### config.mk
export PLATFORM = sky130hd
export DESIGN_NAME = uart_flow_ctl
export DESIGN_NICKNAME = d
export VERILOG_FILES = /design/src/rtl/uart_flow_ctl.sv
export SDC_FILE = /design/constraint.sdc
export NUM_CORES = 1
export LEC_CHECK = 0
export ABC_AREA = 1
export CORE_UTILIZATION = 45
export CTS_CLUSTER_DIAMETER = 120
export DETAILED_ROUTE_END_ITERATION = 8
export DONT_BUFFER_PORTS = 1
export MAX_ROUTING_LAYER = met4
export PLACE_DENSITY_LB_ADDON = 0.2
export SYNTH_ARGS = -nofsm -noshare
export SYNTH_HDL_FRONTEND = slang
export SYNTH_SLANG_ARGS = --single-unit
### constraint.sdc
create_clock -name clk -period 2.5 [get_ports clk]
set_clock_uncertainty 0.1 [all_clocks]
set_input_delay 0.25 -clock clk [delete_from_list [all_inputs] [get_ports clk]]
set_output_delay 0.25 -clock clk [all_outputs]
set_load 0.02 [all_outputs]
### src/rtl/uart_flow_ctl.sv
module uart_flow_ctl #(
  parameter int LVL_W = 6,
  parameter int CW    = 8
) (
  input  logic             clk,
  input  logic             rst_n,
  input  logic             hw_en,
  input  logic             sw_en,
  input  logic [LVL_W-1:0] halt_lvl,
  input  logic [LVL_W-1:0] hyst,
  input  logic [CW-1:0]    xon_code,
  input  logic [CW-1:0]    xoff_code,
  input  logic [LVL_W-1:0] rx_fill,
  input  logic             cts,
  input  logic             tx_busy,
  input  logic [CW-1:0]    rx_char,
  input  logic             rx_valid,
  input  logic             inj_ack,
  output logic             rts,
  output logic             tx_enable,
  output logic             inj_req,
  output logic [CW-1:0]    inj_char,
  output logic             rx_keep
);

  logic [LVL_W-1:0] rel_lvl;
  logic full_q, full_nx, rise, fall;
  logic cts_s1, cts_s2, remote_off, gate_q;
  logic pend_v, pend_off, pend_live;
  logic got_xon, got_xoff;

  assign rel_lvl  = (halt_lvl > hyst) ? halt_lvl - hyst : '0;
  assign full_nx  = (rx_fill >= halt_lvl) ? 1'b1 : (rx_fill <= rel_lvl) ? 1'b0 : full_q;
  assign rise     = full_nx & ~full_q;
  assign fall     = ~full_nx & full_q;
  assign got_xoff = rx_valid & sw_en & (rx_char == xoff_code);
  assign got_xon  = rx_valid & sw_en & (rx_char == xon_code) & ~got_xoff;
  assign pend_live = pend_v & ~inj_ack;

  assign rts       = ~(hw_en & full_q);
  assign tx_enable = gate_q & ~pend_v;
  assign inj_req   = pend_v;
  assign inj_char  = pend_off ? xoff_code : xon_code;
  assign rx_keep   = rx_valid & ~(got_xon | got_xoff);

  always_ff @(posedge clk or negedge rst_n) begin
    if (!rst_n) begin
      full_q <= 1'b0;
      cts_s1 <= 1'b1;
      cts_s2 <= 1'b1;
    end else begin
      full_q <= full_nx;
      cts_s1 <= cts;
      cts_s2 <= cts_s1;
    end
  end

  always_ff @(posedge clk or negedge rst_n) begin
    if (!rst_n) remote_off <= 1'b0;
    else if (!sw_en) remote_off <= 1'b0;
    else if (got_xoff) remote_off <= 1'b1;
    else if (got_xon) remote_off <= 1'b0;
  end

  always_ff @(posedge clk or negedge rst_n) begin
    if (!rst_n) gate_q <= 1'b1;
    else if (!tx_busy) gate_q <= ~((hw_en & ~cts_s2) | remote_off);
  end

  always_ff @(posedge clk or negedge rst_n) begin
    if (!rst_n) begin
      pend_v   <= 1'b0;
      pend_off <= 1'b0;
    end else if (!sw_en) begin
      pend_v <= 1'b0;
    end else if (rise) begin
      if (pend_live && !pend_off) pend_v <= 1'b0;
      else begin pend_v <= 1'b1; pend_off <= 1'b1; end
    end else if (fall) begin
      if (pend_live && pend_off) pend_v <= 1'b0;
      else begin pend_v <= 1'b1; pend_off <= 1'b0; end
    end else if (inj_ack) begin
      pend_v <= 1'b0;
    end
  end


  rts_halt_chk: assert property (@(posedge clk) disable iff (!rst_n)
    (hw_en && $past(rx_fill) >= $past(halt_lvl)) |-> !rts);


  rts_release_chk: assert property (@(posedge clk) disable iff (!rst_n)
    (hw_en && $past(rx_fill) < $past(halt_lvl) &&
     ({1'b0, $past(rx_fill)} + {1'b0, $past(hyst)} <= {1'b0, $past(halt_lvl)})) |-> rts);


  cts_hold_chk: assert property (@(posedge clk) disable iff (!rst_n)
    ($past(rst_n, 3) && $past(hw_en) && !$past(tx_busy) &&
     !$past(cts, 1) && !$past(cts, 2) && !$past(cts, 3)) |-> !tx_enable);


  busy_stable_chk: assert property (@(posedge clk) disable iff (!rst_n)
    (tx_busy && $past(tx_busy) && !inj_req && !$past(inj_req)) |-> $stable(tx_enable));


  sw_off_chk: assert property (@(posedge clk) disable iff (!rst_n)
    $past(!sw_en) |-> !inj_req);

endmodule

Yosys cells after proc, flatten, opt, wreduce, memory -nomap -nowiden
Cells that the tools add are included.
{"block": "totals", "reg_bits": 7, "inputBits": 50, "elab_cells": 61, "out_inout_bits": 12}
{"block": "op_classes", "n_addsub": 1, "muxes": 17, "n_bitwise": 22, "order_cmp": 3, "eq_ne": 6, "n_reduce_logical": 5}
{"cell": "8-bit == test", "count": 2}
{"cell": "1-bit 2-to-1 mux", "count": 15}
{"cell": "1-bit AND", "count": 11}
{"cell": "1-bit NOT", "count": 9}
{"cell": "8-bit 2-to-1 mux", "count": 1}
{"cell": "6-bit greater-or-equal comparator", "count": 1}
{"cell": "6-bit > comparator", "count": 1}
{"cell": "6-bit <= comparator", "count": 1}
{"cell": "6-bit 2-to-1 mux", "count": 1}
{"cell": "6-bit subtractor", "count": 1}
{"cell": "2-bit != test, second input constant", "count": 2}
{"cell": "4-bit by 1-bit != test with 1-bit output, second input constant", "count": 1}
{"cell": "4-bit AND reduction", "count": 1}
{"cell": "3-bit by 1-bit != test with 1-bit output, second input constant", "count": 1}
{"cell": "1-bit logical AND", "count": 2}
{"cell": "1-bit bitwise OR", "count": 2}
{"cell": "2-bit nonzero test", "count": 1}
{"cell": "1-bit zero test", "count": 1}

Depth between registers and ports, before layout
{"block": "logic_depth", "depth_word": 10, "ltp_mapped": 22, "mapped_depth_nobuf": 22}

Worst setup path after synthesis
OpenSTA, ideal clock, no wires.
{"block": "synth_path", "path_type": "input-to-reg", "start": "input halt_lvl[0]", "end": "register pend_v (netlist: inj_req)", "arrival_time_ns": 2.569, "required_time_ns": 2.317, "slack_ns": -0.252, "cell_stages": 20, "setup_time_ns": 0.083, "path_buffers": 0, "path_cell_list": "inv_1 ha_1 inv_1 fa_1 nand3_1 nand3_1 or2_1 nand3_1 ha_1 nand2_1 o21bai_1 nand3_1 nand3_1 nand2b_1 ha_1 inv_1 nor2_1 a21oi_1 nand2_1 o21ai_0"}
{"block": "synth_via", "elab_chain_len": 10, "word_cells_on_any_way": 14, "cone_classes": "1 x add/sub; 3 x order compare; 1 x eq/ne; 6 x mux; 3 x bitwise"}
{"element": "start: declaration", "line_no": "9", "source": "input logic [LVL_W-1:0] halt_lvl,"}
{"element": "6-bit subtractor / 6-bit > comparator (equally long branches)", "line_no": "32", "source": "assign rel_lvl = (halt_lvl > hyst) ? halt_lvl - hyst : '0;"}
{"element": "6-bit 2-to-1 mux", "line_no": "32"}
{"element": "6-bit <= comparator", "line_no": "33", "source": "assign full_nx = (rx_fill >= halt_lvl) ? 1'b1 : (rx_fill <= rel_lvl) ? 1'b0 : full_q;"}
{"element": "1-bit 2-to-1 mux", "line_no": "33"}
{"element": "1-bit 2-to-1 mux (*)", "line_no": "33"}
{"element": "via full_nx", "line_no": "27", "source": "logic full_q, full_nx, rise, fall;"}
{"element": "1-bit NOT", "line_no": "35", "source": "assign fall = ~full_nx & full_q;"}
{"element": "1-bit AND", "line_no": "35"}
{"element": "1-bit 2-to-1 mux", "line_no": "79", "source": "end else if (fall) begin"}
{"element": "1-bit 2-to-1 mux", "line_no": "76", "source": "end else if (rise) begin"}
{"element": "1-bit 2-to-1 mux", "line_no": "74", "source": "end else if (!sw_en) begin"}
{"element": "end signal: assignment", "line_no": "75", "source": "pend_v <= 1'b0;"}
{"element": "end signal: assignment", "line_no": "77", "source": "if (pend_live && !pend_off) pend_v <= 1'b0;"}
{"element": "end signal: assignment", "line_no": "80", "source": "if (pend_live && pend_off) pend_v <= 1'b0;"}
{"element": "end: declaration", "line_no": "29", "source": "logic pend_v, pend_off, pend_live;"}
The timed path passes the listed nets; every way through them passes the cells marked *.
A chain may end at the register's enable or synchronous reset.

Final worst setup path
Ends and elaborated chain as after synthesis.

==> out/summary.txt <==
H-tree Lvls - 1
Number of global-route vias before repair - 1226
Antenna cells - 0
Drt pass-1 iters - 4
Final nets - 302
CTS tree - yes
Mean Syn Cell Area - 6.01 um^2
Status - finished with violations
Clk Tree Root Cell - clkbuf_4
Synth Net Count - 286
Final TNS setup - -0.0324 ns
Syn Inst Count - 215
Placed cells - 253
WL per Instance - 11.1 um
Top post-synthesis cells by count - nand2_1, inv_1, ha_1, nor2_1, nand3_1
Top area cells in the synthesized netlist - ha_1, nand2_1, inv_1
FP Rows - 19
Max stage delay cell, worst path - fa_2
Count leader, synth - nand2_1
Hold Fails Final Rpt - 0
Final WS setup - -0.0237 ns
Pin count of the biggest net entering global routing - 17
GRT Util Overall - 0.189
Failing checks - negative setup slack
Data arrival, critical path - 2.60 ns
Leak Pwr - 0.898 nW
Crit path kind - primary input to flop
Iter 0 DRT Violations - 21
Crit path buffers/inverters - 3
Max-cap violations - 0
HPWL after detailed placement - 2350 um
Max-slew headroom at the worst pin - 0.577
GP Congestion - 0.812
I/O Buffers - 0
Die H - 55.6 um
RSZ-0062 raised after global routing - yes
Initial Util - 0.472
Tcrit/Tclk final - 1.01
Worst slew pin tran - 0.628 ns
Seq cells post-synth - 7
Drt via density - 4.90
Worst stage delay on the critical path - 0.41 ns
Die Footprint - 3090 um^2
Crit path top cell by count - nand3_2
Max Slew Vio Count - 0
Final wirelength - 2890 um
Setup violators final - 2
EDFF count, synth - 0
Required @ worst endpoint - 2.57 ns
Initial antenna violation count - 0
Crit path max fanout - 4
Synth Cell Area - 1290 um^2
Global-route wire length before repair - 4670 um
TritonCTS buffer count - 3
Residual DRC count - 0
Synthesis-to-finish area growth - 27.1%
Post-synth top flop - dfrtp_1
Post-synthesis sequential area ratio - 0.139
Library cells used by synthesis - 28
Core area - 2730 um^2
# IOs - 62
Crit end category - flop
Power per cell area - 460 nW/um^2
Peak supply drop - 0.000376 V
CP cell instances - clkinv_16 -> ha_4 -> inv_2 -> fa_2 -> nand3_2 -> nand3_2 -> or2_1 -> nand3_2 -> ha_4 -> nand2_4 -> o21bai_1 -> nand3_1 -> nand3_2 -> nand2b_1 -> ha_1 -> inv_2 -> nor2_4 -> a21oi_2 -> nand2_1 -> o21ai_1
Grt ovf - 0
Post-synth top area share - 0.194
Clk_lat worst skew - 0.24 ns
Synth area leader - ha_1
Total clock sinks - 7
Finished Layout Cells - 261
Share of layout cells above drive strength 1 - 0.196
Worst Hold Class - primary input to flop
Antenna viol nets, final - 0
Fmax - 396 MHz
Async SR Flop Fraction - 1.00
YS warnings - 0
Die width - 55.6 um
CTS max path bufs - 2
CP top delay family - adder cells
CP Launch Type - primary input
Clk pin slew, worst setup/hold paths - 0.05 ns
Via count - 1279
Fin crit period - 2.52 ns
-- routing by layer --
| layer | global-route usage | vias to the layer above | routed length (um) |
|---|---|---|---|
| met5 | - | - | 0 |
| met4 | 0.0429 | 0 | 0 |
| met3 | 0.0398 | 0 | 174 |
| met2 | 0.351 | 39 | 1520 |
| met1 | 0.204 | 544 | 1200 |
| li1 | - | 696 | - |
-- report_power, final --
group,switching [mW],internal (mW)
clock network,0.0384,0.0607
logic,0.285,0.182
registers,0.0530,0.136
total,0.377,0.379
-- repair_timing --
item                                    in CTS  in global routing
pin swaps                                    8                  3
hold buffers                                 3                  0
gates resized for setup                      1                 23
endpoints found under the setup margin       2                  2
hold endpoints to repair                     9                  0
buffers inserted                             0                  1
-- cells in the final DEF, fill, tap and decap left out, drive strengths merged, types with 3 or more instances in the layout --
cell,instances
nand2,65
inv,44
nor2,21
ha,20
nand3,14
o21ai,11
buf,9
a21oi,7
xor2,5
xnor2,4
dfrtp,4
clkbuf,4
dfstp,3
dlygate4sd3,3
-- final timing paths --
path / start / end / slack [ns] / cells after the start
max: halt_lvl[0] / inj_req / -0.02 / 20
min: tx_busy / gate_q / 0.02 / 2
max reg2reg: full_q / inj_req / 1.08 / 8
min reg2reg: cts_s1 / cts_s2 / 0.25 / 0
max in group asynchronous: rst_n / cts_s2 / 1.78 / 1
min in group asynchronous: rst_n / remote_off / 0.23 / 1
-- stage by stage --
step	utilization	power, mW	instance area (um^2)	hold slack (ns)	setup WS, ns
3_5_place_dp	0.520	0.586	1420	-0.145	-0.347
3_3_place_gp	0.520	0.583	1420	-0.145	-0.291
6_report	0.600	0.756	1640	0.0157	-0.0237
5_1_grt	0.600	0.834	1640	0.00982	-0.147
2_1_floorplan	-	0.515	1330	-0.146	-0.180
4_1_cts	0.546	0.697	1490	0.0101	0.00994
-- final cells by class --
cell class	count	area (um^2)
inverters	45	198
clock buffers	4	26.3
multi-input cells	162	1100
well taps	31	38.8
repair buffers	12	97.6
fillers	281	1090
flip-flops and latches	7	179
-- registers in the layout, summed over array words and instances, names as in the netlist --
name and cells:
gate_q 1, pend_off 1, cts_s2 1, inj_req 1, cts_s1 1, full_q 1, remote_off 1
-- cells by family after synthesis --
| kind of cell | after synthesis | share of synthesized area |
|---|---|---|
| adders and majority gates | 21 | 0.209 |
| xor gates and xnor gates | 9 | 0.0610 |
| and+or+nand+nor | 109 | 0.355 |
| DFF | 7 | 0.139 |
| AOI/OAI and AO/OA | 23 | 0.102 |
| buffers and inverters | 46 | 0.135 |
No activity file was read; power rests on OpenSTA's default activity.
